## config.mk

```make
export PLATFORM = sky130hd
export DESIGN_NAME = bcd_rtc
export DESIGN_NICKNAME = d
export VERILOG_FILES = /design/src/rtl/bcd_rtc_pkg.sv /design/src/rtl/rtc_prescaler.sv /design/src/rtl/rtc_carry_chain.sv /design/src/rtl/rtc_regfile.sv /design/src/rtl/bcd_rtc.sv
export SDC_FILE = /design/constraint.sdc
export NUM_CORES = 1
export LEC_CHECK = 0
export ABC_AREA = 1
export ABC_CLOCK_PERIOD_IN_PS = 7150
export BUFFER_PORTS_ARGS = -buffer_cell sky130_fd_sc_hd__buf_2
export CAP_MARGIN = 20
export CORE_AREA = 4 4 159 161
export CTS_BUF_LIST = sky130_fd_sc_hd__clkbuf_16
export CTS_CLUSTER_DIAMETER = 40
export DETAILED_ROUTE_END_ITERATION = 12
export DIE_AREA = 0 0 163 165
export GPL_ROUTABILITY_DRIVEN = 0
export PLACE_DENSITY_LB_ADDON = 0.25
export SLEW_MARGIN = 20
export SYNTH_ARGS = -nofsm -noshare
export SYNTH_HDL_FRONTEND = slang
export SYNTH_SLANG_ARGS = --single-unit
```

## constraint.sdc

```tcl
create_clock -name clk -period 7.15 [get_ports clk]
set_clock_uncertainty 0.15 [all_clocks]
set_input_delay 0.715 -clock clk [delete_from_list [all_inputs] [get_ports clk]]
set_output_delay 0.715 -clock clk [all_outputs]
set_load 0.02 [all_outputs]
```

## src/rtl/bcd_rtc_pkg.sv

```systemverilog
package bcd_rtc_pkg;
  localparam int unsigned NUM_FIELDS = 5;     // hundredths .. day
  localparam int unsigned IDX_CTRL   = 'h00;
  localparam int unsigned IDX_CMD    = 'h04;
  localparam int unsigned IDX_HUND   = 'h05;  // fields follow contiguously
  localparam int unsigned IDX_MONTH  = 'h0A;
  localparam int unsigned IDX_YEAR   = 'h0B;
  localparam int unsigned IDX_SNAP   = 'h19;  // shadow of seconds .. month
  localparam int unsigned SNAP_COUNT = 5;

  typedef logic [7:0] bcd_t;

  // Final value of each field before it wraps
  function automatic bcd_t field_last(input int unsigned f);
    case (f)
      0:       return 8'h99;
      1, 2:    return 8'h59;
      3:       return 8'h23;
      default: return 8'h31;
    endcase
  endfunction

  // Value a field takes after wrapping
  function automatic bcd_t field_first(input int unsigned f);
    return (f == 4) ? 8'h01 : 8'h00;
  endfunction

  // One-count packed BCD increment
  function automatic bcd_t bcd_inc(input bcd_t v);
    bcd_t r;
    if (v[3:0] >= 4'd9) begin
      r[3:0] = 4'd0;
      r[7:4] = v[7:4] + 4'd1;
    end else begin
      r[3:0] = v[3:0] + 4'd1;
      r[7:4] = v[7:4];
    end
    return r;
  endfunction
endpackage

```

## src/rtl/rtc_prescaler.sv

```systemverilog
module rtc_prescaler #(
  parameter int unsigned DIV = 100
) (
  input  logic clk,
  input  logic rst_n,
  input  logic tick_i,
  output logic step_o
);
  localparam int unsigned CNT_W = (DIV > 2) ? $clog2(DIV) : 1;
  localparam logic [CNT_W-1:0] CNT_TOP = CNT_W'(DIV - 1);

  logic [CNT_W-1:0] cnt_q;

  assign step_o = tick_i && (cnt_q == CNT_TOP);

  always_ff @(posedge clk) begin
    if (!rst_n)        cnt_q <= '0;
    else if (step_o)   cnt_q <= '0;
    else if (tick_i)   cnt_q <= cnt_q + 1'b1;
  end

  assert_cnt_range_R1: assert property (@(posedge clk) disable iff (!rst_n)
    cnt_q <= CNT_TOP);
  assert_cnt_wrap_R1: assert property (@(posedge clk) disable iff (!rst_n)
    step_o |=> cnt_q == '0);
  assert_cnt_idle_R1: assert property (@(posedge clk) disable iff (!rst_n)
    !tick_i |=> $stable(cnt_q));
endmodule

```

## src/rtl/rtc_carry_chain.sv

```systemverilog
module rtc_carry_chain
  import bcd_rtc_pkg::*;
(
  input  logic                        step_i,
  input  logic [NUM_FIELDS-1:0][7:0]  cur_i,
  output logic [NUM_FIELDS-1:0][7:0]  nxt_o,
  output logic [NUM_FIELDS-1:0]       upd_o
);
  logic [NUM_FIELDS:0] carry;
  assign carry[0] = step_i;

  for (genvar f = 0; f < NUM_FIELDS; f++) begin : g_field
    localparam bcd_t LAST  = field_last(f);
    localparam bcd_t FIRST = field_first(f);
    logic wrap;
    assign wrap         = (cur_i[f] == LAST);
    assign upd_o[f]     = carry[f];
    assign nxt_o[f]     = wrap ? FIRST : bcd_inc(cur_i[f]);
    assign carry[f+1]   = carry[f] && wrap;
  end

  always_comb begin
    for (int f = 1; f < NUM_FIELDS; f++)
      assert_chain_order_R3: assert (!upd_o[f] || upd_o[f-1]);
  end
endmodule

```

## src/rtl/rtc_regfile.sv

```systemverilog
module rtc_regfile
  import bcd_rtc_pkg::*;
#(
  parameter int unsigned NUM_REGS = 32,
  localparam int unsigned IDX_W   = $clog2(NUM_REGS)
) (
  input  logic                        clk,
  input  logic                        rst_n,
  input  logic                        wr_en_i,
  input  logic                        rd_en_i,
  input  logic [IDX_W-1:0]            idx_i,
  input  logic [7:0]                  wdata_i,
  input  logic [NUM_FIELDS-1:0]       upd_i,
  input  logic [NUM_FIELDS-1:0][7:0]  nxt_i,
  output logic [NUM_FIELDS-1:0][7:0]  cur_o,
  output logic [7:0]                  rdata_o,
  output logic                        rvalid_o
);
  logic [7:0] mem_q [NUM_REGS];
  logic       snap_fire;

  for (genvar f = 0; f < NUM_FIELDS; f++) begin : g_cur
    assign cur_o[f] = mem_q[IDX_HUND + f];
  end

  assign snap_fire = wr_en_i && (idx_i == IDX_W'(IDX_CMD)) && wdata_i[7]
                     && !mem_q[IDX_CTRL][7];

  always_ff @(posedge clk) begin
    if (!rst_n) begin
      for (int i = 0; i < NUM_REGS; i++) mem_q[i] <= '0;
    end else begin
      for (int f = 0; f < NUM_FIELDS; f++)
        if (upd_i[f]) mem_q[IDX_HUND + f] <= nxt_i[f];
      if (snap_fire) begin
        for (int s = 0; s < SNAP_COUNT; s++)
          mem_q[IDX_SNAP + s] <= mem_q[IDX_HUND + 1 + s];
      end
      if (wr_en_i) mem_q[idx_i] <= wdata_i;   // host wins
    end
  end

  always_ff @(posedge clk) begin
    if (!rst_n) begin
      rdata_o  <= '0;
      rvalid_o <= 1'b0;
    end else begin
      rvalid_o <= rd_en_i;
      if (rd_en_i) rdata_o <= mem_q[idx_i];
    end
  end

  // Checker state: last host write
  logic             chk_wr_vld;
  logic [IDX_W-1:0] chk_wr_idx;
  logic [7:0]       chk_wr_dat;
  always_ff @(posedge clk) begin
    if (!rst_n) begin
      chk_wr_vld <= 1'b0;
      chk_wr_idx <= '0;
      chk_wr_dat <= '0;
    end else begin
      chk_wr_vld <= wr_en_i;
      chk_wr_idx <= idx_i;
      chk_wr_dat <= wdata_i;
    end
  end

  assert_host_store_R11: assert property (@(posedge clk) disable iff (!rst_n)
    chk_wr_vld |-> mem_q[chk_wr_idx] == chk_wr_dat);
  assert_read_latency_R8: assert property (@(posedge clk) disable iff (!rst_n)
    rd_en_i |=> rvalid_o);
  assert_no_stray_valid_R8: assert property (@(posedge clk) disable iff (!rst_n)
    !rd_en_i |=> !rvalid_o);
  assert_snap_copy_R9: assert property (@(posedge clk) disable iff (!rst_n)
    snap_fire |=> mem_q[IDX_SNAP] == $past(mem_q[IDX_HUND+1]));
  assert_hund_wrap_R3: assert property (@(posedge clk) disable iff (!rst_n)
    (upd_i[0] && mem_q[IDX_HUND] == 8'h99 && !(wr_en_i && idx_i == IDX_W'(IDX_HUND)))
    |=> mem_q[IDX_HUND] == 8'h00);
  assert_month_hold_R6: assert property (@(posedge clk) disable iff (!rst_n)
    !(wr_en_i && idx_i == IDX_W'(IDX_MONTH)) |=> $stable(mem_q[IDX_MONTH]));
endmodule

```

## src/rtl/bcd_rtc.sv

```systemverilog
module bcd_rtc
  import bcd_rtc_pkg::*;
#(
  parameter int unsigned NUM_REGS = 32,
  parameter int unsigned DATA_W   = 32,
  parameter int unsigned PRE_DIV  = 100,
  localparam int unsigned IDX_W   = $clog2(NUM_REGS),
  localparam int unsigned ADDR_W  = IDX_W + 2
) (
  input  logic              clk,
  input  logic              rst_n,
  input  logic              tick_i,
  input  logic              bus_sel_i,
  input  logic              bus_wr_i,
  input  logic [ADDR_W-1:0] bus_addr_i,
  input  logic [DATA_W-1:0] bus_wdata_i,
  output logic [DATA_W-1:0] bus_rdata_o,
  output logic              bus_rvalid_o
);
  logic                       step;
  logic [NUM_FIELDS-1:0][7:0] cur, nxt;
  logic [NUM_FIELDS-1:0]      upd;
  logic [7:0]                 rbyte;

  rtc_prescaler #(.DIV(PRE_DIV)) u_pre (
    .clk    (clk),
    .rst_n  (rst_n),
    .tick_i (tick_i),
    .step_o (step)
  );

  rtc_carry_chain u_chain (
    .step_i (step),
    .cur_i  (cur),
    .nxt_o  (nxt),
    .upd_o  (upd)
  );

  rtc_regfile #(.NUM_REGS(NUM_REGS)) u_regs (
    .clk      (clk),
    .rst_n    (rst_n),
    .wr_en_i  (bus_sel_i && bus_wr_i),
    .rd_en_i  (bus_sel_i && !bus_wr_i),
    .idx_i    (bus_addr_i[ADDR_W-1:2]),
    .wdata_i  (bus_wdata_i[7:0]),
    .upd_i    (upd),
    .nxt_i    (nxt),
    .cur_o    (cur),
    .rdata_o  (rbyte),
    .rvalid_o (bus_rvalid_o)
  );

  assign bus_rdata_o = {{(DATA_W-8){1'b0}}, rbyte};

  assert_rdata_ext_R8: assert property (@(posedge clk) disable iff (!rst_n)
    bus_rdata_o[DATA_W-1:8] == '0);
endmodule

```

# Word-level counts from Yosys, hierarchy flattened
# Memory sizes are Yosys's and may differ from the RTL's. A register that Yosys moved wholly into a read port is not among the register bits.
# Index checks and enable logic that the tools add are counted.
# W data, S select, Z words.
# totals
reg_bits	8
latch_bits	0
ram_bits	256
rom_bits	0
input_bits	44
out_inout_bits	33
word_cells	117
n_memories	1
# memory_table
memory	depth	width	read_ports	rd_clocked_by_memory_dff	write_ports	line	rtl
u_regs.mem_q	32	8	8	1	32	rtc_regfile.sv:19	logic [7:0] mem_q [NUM_REGS];
# op_classes
add_sub_neg	11
n_mul	0
div	0
magnitude_cmp	5
n_eq_ne	12
n_shift	0
n_mux	45
n_bitwise	26
n_reduce_logical	15
# op_table
op	count
$mux W8	21
$add A4 B1 Y4 const B	10
$eq A5 B5 Y1 const A	5
$mux W1	23
$ge A4 B4 Y1 const B	5
$eq A8 B6 Y1 const B	2
$eq A8 B7 Y1 const B	2
$and A1 B1 Y1	10
$logic_and A1 B1 Y1	10
$or A1 B1 Y1	10
$eq A8 B8 Y1 const B	1
$reduce_or A8 Y1	1
$add A7 B1 Y7 const B	1
$eq A7 B7 Y1 const B	1
$not A1 Y1	6
$eq A5 B3 Y1 const B	1
$mux W5	1
$logic_not A1 Y1	3
$reduce_or A2 Y1	1

# Depth between registers and ports, before layout
# Gate-level depths: netlist of run 1.
# logic_depth
ltp_word	11
ltp_mapped	13
ltp_nobuf	11

# Hierarchy
# Synthesis of run 1 repeated with hierarchy kept, for this count alone.
# unflattened
hier_cells	1793
hier_area_um2	14626.5
# by_module_without_submodules
module	n_inst	cells_per_inst	area_each_um2	seq_area_each_um2
rtc_regfile	1	1505	12898.6	7867.5
rtc_carry_chain	1	212	1181.1	0.0
rtc_prescaler	1	47	345.3	140.1
bcd_rtc	1	29	201.4	0.0

# Worst setup path after synthesis of run 1
# OpenSTA, ideal clock, no wires.
# synth_timing
path_kind	in2reg
start	in bus_addr_i[3]
end	mem u_regs.mem_q[8][4] (enable)
setup_ns	0.339
arrival_time_ns	1.912
required_ns	6.661
path_slack_ns	4.749
path_stages	7
n_path_buf	0
path_cell_list	inv_2 -> nand2_1 -> nor2_2 -> nand2_1 -> nand3_1 -> inv_1 -> a21oi_1
# synth_lines
element	line	rtl
start, declared	bcd_rtc.sv:15	input logic [ADDR_W-1:0] bus_addr_i,
end, declared	rtc_regfile.sv:19	

==> results.ini, run 1 <==
[routing]
first_iter_violations=1602
routedWlPerCell_um=19.25
drc=0
drt_wl_total_mm=37.02
ant_nets=0
via_per_inst=5.737
dr_total_vias=11032
first_pass_iters=5

[logic_synthesis]
synth_warnings=0
ys_types=32
ys_ff_latch=272
synthCells=1557
ys_seq_area_share_pct=58.34
synth.avg_cell_area_um2=8.816
mappedNetlistArea_um2=13730

[worst_setup_path]
cp_max_fo=30
end_kind=flip-flop
crit_chain=buf_2, buf_4, inv_2, nand2_1, nor2_2, nand2_1, nand3_1, inv_1, a21oi_1
cp_common_cell=nand2_1
critPathKind=in -> reg
arrival_ps=3790
required_ps=7170
cp_slowest_cell=nor2_2
start_kind=input port
slowest_delay_ps=710

[pwr]
pwr-share-comb_pct=7.3
total_power_w=0.004158
power_leakage_nw=6.483
sequentialPowerShare_pct=44.6
power_frac_clock_pct=48.1
power.density_nw_per_um2=269.8
power_switching_share_pct=23.71
ir_drop_v=0.0001809
intPower_w=0.003172
power.switching_w=0.0009857

[grt]
antenna_found_initial=0
grt_pass1_vias=10330
overflow=0
grt.total_usage_pct=27.61
grt_pass1_wl_mm=56.89
grt_max_degree=44

[timing]
finalSetupViolCount=0
max_freq_mhz=265.3
worst-slew-pin-transition_ps=1104
fin_crit_sh_pct=52.72
tns_ps=0
relSlewSlack_pct=26.31
rsz0062_at_grt=no
final-max-slew-violation-count=0
fin_hold_ws_ps=342.2
hold_viol_final=0
fin_crit_ps=3770

[clock_network]
cts-root-buf=clkbuf_16
clk_latency_ps=520
h-tree-depth=2
hold_buffers=0
cts_resized=0
numCtsBuffers=39
clk_path_buf_depth=3
cts_setup_buffers=0
clk_pin_slew_ps=50
cts.sinks=272
cts_tree=built

[status]
status=finished, final reports clean

[flow_run]
drv_cap=0

[final_layout]
drive_gt1_share_pct=7.755
antenna_cells=0
post-route-util_pct=64.31
layout.nets=1637
synthToLayoutAreaGrowth_pct=12.26

[floorplan]
fp.dieArea_um2=26900
initial_core_util_pct=57.28
pin_count=77
fp.dieW_um=163
fp-row-count=57
core_um2=23960
die_y_um=165

[placement]
hpwl_mm=23.98
port_buffers=26

[worst_hold_path]
hold_class=in -> reg

==> stage by stage <==
step	instances	setup WS (ps)	cell area, um^2
2_1_floorplan	1580	4749	13810
3_3_place_gp	1851	3075	14040
3_5_place_dp	1851	3013	14040
4_1_cts	1923	3510	15410
5_1_grt	1923	3325	15410
6_report	1923	3380	15410
==> state kept, by name, summed over array words and instances (netlist names) <==
signal and cells:
u_pre.cnt_q 7, u_regs.mem_q 256, u_regs.rdata_o 8, u_regs.rvalid_o 1
==> final cells by class <==
class,instances,area [um^2]
inverter,96,360.3
timing repair buffer,45,272.8
multi-input combinational,1114,4991
sequential,272,8008
tap,324,405.4
clock buffer,40,1001
clock inverter,32,371.6
fill,2008,8553
==> kinds of logic after synthesis <==
kind of cell             after synthesis  synth area share, %
AND/OR/NAND/NOR                      914                26.62
multiplexers                           1              0.07292
buffers and inverters                194                6.061
XOR/XNOR                              20                1.276
adder cells (fa/ha/maj)               25                2.279
other                                  1              0.02732
AO/OA/AOI/OAI                        130                5.332
flip-flops                           272                58.34
==> layout by cell type, fill, tap and decap left out, drive strengths merged, types with 24 or more instances in the layout <==
| cell type | synthesis | final |
|---|---|---|
| a21oi | 24 | 24 |
| buf | 43 | 45 |
| clkbuf | 55 | 40 |
| conb | 1 | 24 |
| edfxtp | 256 | 256 |
| ha | 25 | 25 |
| inv | 93 | 100 |
| nand2 | 525 | 525 |
| nand3 | 82 | 82 |
| nor2 | 268 | 268 |
| o21ai | 44 | 44 |
| o22ai | 57 | 57 |
==> synthesized netlist by cell type (all sizes together) <==
| library cell | instances | area, um^2 |
|---|---|---|
| edfxtp | 256 | 7687 |
| o22ai | 57 | 356.6 |
| xnor2 | 7 | 61.31 |
| dfxtp | 16 | 320.3 |
| o21a | 1 | 7.510 |
| ha | 25 | 312.8 |
| clkinv | 3 | 11.26 |
| xor2 | 13 | 113.9 |
| nor2 | 268 | 1021 |
| nand2 | 525 | 1973 |
| nor3b | 1 | 7.510 |
| or2 | 2 | 12.51 |
| conb | 1 | 3.750 |
| o32ai | 1 | 8.760 |
| inv | 93 | 349.1 |
| buf | 43 | 265.3 |
| nand4 | 19 | 118.9 |
| a21oi | 24 | 120.1 |
| nand3 | 82 | 410.4 |
| a31oi | 3 | 18.77 |
| mux2i | 1 | 10.01 |
| nand3b | 1 | 7.510 |
| nor3 | 16 | 102.6 |
| clkbuf | 55 | 206.5 |
| o21ai | 44 | 220.2 |
==> routing by layer <==
| layer | wire length [um] | GRT usage, % | vias up |
|---|---|---|---|
| met2 | 17120 | 44.77 | 644 |
| met5 | 0 | 0 | - |
| met1 | 14840 | 39.04 | 5151 |
| met3 | 3929 | 3.818 | 91 |
| li1 | - | - | 5146 |
| met4 | 1126 | 8.769 | 0 |
==> worst max-delay path, delay by kind of cell <==
kind | cells | cell delay, ps
AO/OA/AOI/OAI | 1 | 310
buffers and inverters | 4 | 930
AND/OR/NAND/NOR | 4 | 1820
==> power by group through the flow <==
stage | clock (W) | combinational (W) | sequential, W
after floorplan | 0 | 0.000205 | 0.00188
after global placement | 0 | 0.000289 | 0.00188
after detailed placement | 0 | 0.000294 | 0.00188
after CTS | 0.00201 | 0.000296 | 0.00185
after global routing | 0.00209 | 0.000330 | 0.00186
final | 0.00200 | 0.000302 | 0.00185
==> path summary, 6_finish.rpt <==
| path | depth (start not counted) | startpoint | to | slack, ps |
|---|---|---|---|---|
| max | 9 | bus_addr_i[3] | u_regs.mem_q[5][4]$_DFFE_PP_ | 3380 |
| min | 3 | bus_wdata_i[3] | u_regs.mem_q[9][3]$_DFFE_PP_ | 340 |
| max reg2reg | 10 | u_regs.mem_q[6][1]$_DFFE_PP_ | u_regs.mem_q[8][5]$_DFFE_PP_ | 4290 |
| min reg2reg | 2 | u_pre.cnt_q[6]$_SDFFE_PP0P_ | u_pre.cnt_q[6]$_SDFFE_PP0P_ | 350 |
No activity file was read; power rests on OpenSTA's default activity.
==> run 2: changes to the inputs <==
--- a/config.mk
+++ b/config.mk
@@ -6,7 +6,7 @@
 export NUM_CORES = 1
 export LEC_CHECK = 0
 export ABC_AREA = 1
-export ABC_CLOCK_PERIOD_IN_PS = 7150
+export ABC_CLOCK_PERIOD_IN_PS = 3800
 export BUFFER_PORTS_ARGS = -buffer_cell sky130_fd_sc_hd__buf_2
 export CAP_MARGIN = 20
 export CORE_AREA = 4 4 159 161
==> constraint.sdc (replaced) <==
create_clock -name clk -period 3.8 [get_ports clk]
set_clock_uncertainty 0.15 [all_clocks]
set_input_delay 0.38 -clock clk [delete_from_list [all_inputs] [get_ports clk]]
set_output_delay 0.38 -clock clk [all_outputs]
set_load 0.02 [all_outputs]
==> run 2 against run 1 <==
  * Sequential share of layout area down 0.19 points
  * Total power is 84% higher
  * Critical path depth shrank 1
==> results.ini, run 2 (synthesized netlist as in run 1, its figures left out) <==
[final_layout]
drive_gt1_share_pct=8.561
layout.nets=1653
final_cell_mix=nand2_1 (524), nor2_1 (261), edfxtp_1 (256)
stdcell_count=1936
seq_area_um2=8008
synthToLayoutAreaGrowth_pct=12.67
post-route-util_pct=64.54
n_fill_cell=1975
layout_commonest_cell=nand2_1
regMostFlops=u_regs.mem_q
multi_input_area_um2=4981
design_area_um2=15470
reg_top3=u_regs.mem_q: 256 flops, u_regs.rdata_o: 8 flops, u_pre.cnt_q: 7 flops
largest_reg_flops=256
antenna_cells=0

[pwr]
power_frac_clock_pct=46.9
power_leakage_nw=6.524
pwr-share-comb_pct=7.5
sequentialPowerShare_pct=45.5
intPower_w=0.005781
power.density_nw_per_um2=495.7
power_switching_share_pct=24.60
ir_drop_v=0.0002904
power.switching_w=0.001886

[grt]
grt_pass1_wl_mm=57.28
antenna_found_initial=0
overflow=0
grt_pass1_vias=10492
grt.total_usage_pct=27.73
grt_max_degree=38

[worst_setup_path]
critPathKind=reg -> reg
end_kind=flip-flop
arrival_ps=2920
required_ps=3840
cp_max_fo=5
r2r-start=u_regs.mem_q[6][1]$_DFFE_PP_
crit_start=u_regs.mem_q[6][1]$_DFFE_PP_
start_kind=flip-flop

[floorplan]
initial_core_util_pct=57.28
fp.dieW_um=163
die_y_um=165
core_um2=23960
fp-row-count=57
pin_count=77
fp.dieArea_um2=26900

[timing]
relSlewSlack_pct=34.08
fin_hold_ws_ps=18.90
hold_viol_final=0
tns_ps=0
final-max-slew-violation-count=0
finalSetupViolCount=0
fin_crit_ps=2876
worst-slew-pin-transition_ps=987.7
max_freq_mhz=347.7
rsz0062_at_grt=no
fin_crit_sh_pct=75.68

[routing]
first_pass_iters=6
routedWlPerCell_um=19.14
met3_length_mm=3.863
ant_nets=0
drt_wl_total_mm=37.06
drc=0
via_per_inst=5.683
dr.max_layer_used=met4
dr_total_vias=11002
met2_wirelength_mm=17.26
wl_met1_mm=14.39
first_iter_violations=1414

[placement]
place_area_um2=14150
placed_cells=1866
hpwl_mm=24.52
port_buffers=26

[clock_network]
cts.sinks=272
cts_setup_buffers=0
clk_latency_ps=530
numCtsBuffers=39
h-tree-depth=2
cts_tree=built
clk_path_buf_depth=3
cts-root-buf=clkbuf_16
clk_pin_slew_ps=50

[worst_hold_path]
hold_class=in -> reg
hold_start=bus_wdata_i[4]

[status]
status=finished, final reports clean

[flow_run]
drv_cap=0

==> run 2: per-stage QoR <==
stage	setup WS, ps	power (W)
finish	924.0	0.007666
global route	705.7	0.007897
CTS	960.3	0.007672
detailed placement	894.2	0.004111
global placement	926.8	0.004098
floorplan	1535	0.003915
==> run 2: power by group through the flow <==
stage / clock (W) / combinational (W) / sequential (W)
CTS: 0.00362 / 0.000570 / 0.00349
finish: 0.00360 / 0.000578 / 0.00349
floorplan: 0 / 0.000385 / 0.00353
global placement: 0 / 0.000556 / 0.00354
global route: 0.00376 / 0.000635 / 0.00350
detailed placement: 0 / 0.000564 / 0.00355
==> run 2: critical path: stages (launching register included) <==
cell      delay (ps)
edfxtp_1         410
inv_1            150
ha_1             180
nand3_1           80
nor3_1           480
nand4_1          400
nand3_1          320
inv_1             70
nor2_1           310
==> run 2: cell type report <==
| type | instances | share of cell area (%) |
|---|---|---|
| Multi-Input combinational cell | 1114 | 32.21 |
| Clock inverter | 29 | 1.958 |
| Sequential cell | 272 | 51.78 |
| Clock buffer | 40 | 6.472 |
| Timing Repair Buffer | 61 | 2.637 |
| Tap cell | 324 | 2.621 |
| Inverter | 96 | 2.330 |
==> run 2: worst paths after layout <==
path / cells after the start / end / slack, ps
worst max-delay path: 8 / u_regs.mem_q[9][6]$_DFFE_PP_ / 920
worst min-delay path: 3 / u_regs.mem_q[9][4]$_DFFE_PP_ / 20
worst max register to register: 8 / u_regs.mem_q[9][6]$_DFFE_PP_ / 920
worst min register to register: 2 / u_pre.cnt_q[6]$_SDFFE_PP0P_ / 360
==> run 2: timing repair <==
item                      in CTS  in global routing
hold endpoints to repair       1                  0
hold buffers                   1                  0
gates resized for setup        0                  0
==> run 2: layer usage <==
metal  vias up  GRT usage (%)
met3       120          5.640
li1       5164              -
met4         0          11.32
met2       596          44.45
met5         -              0
met1      5122          37.34
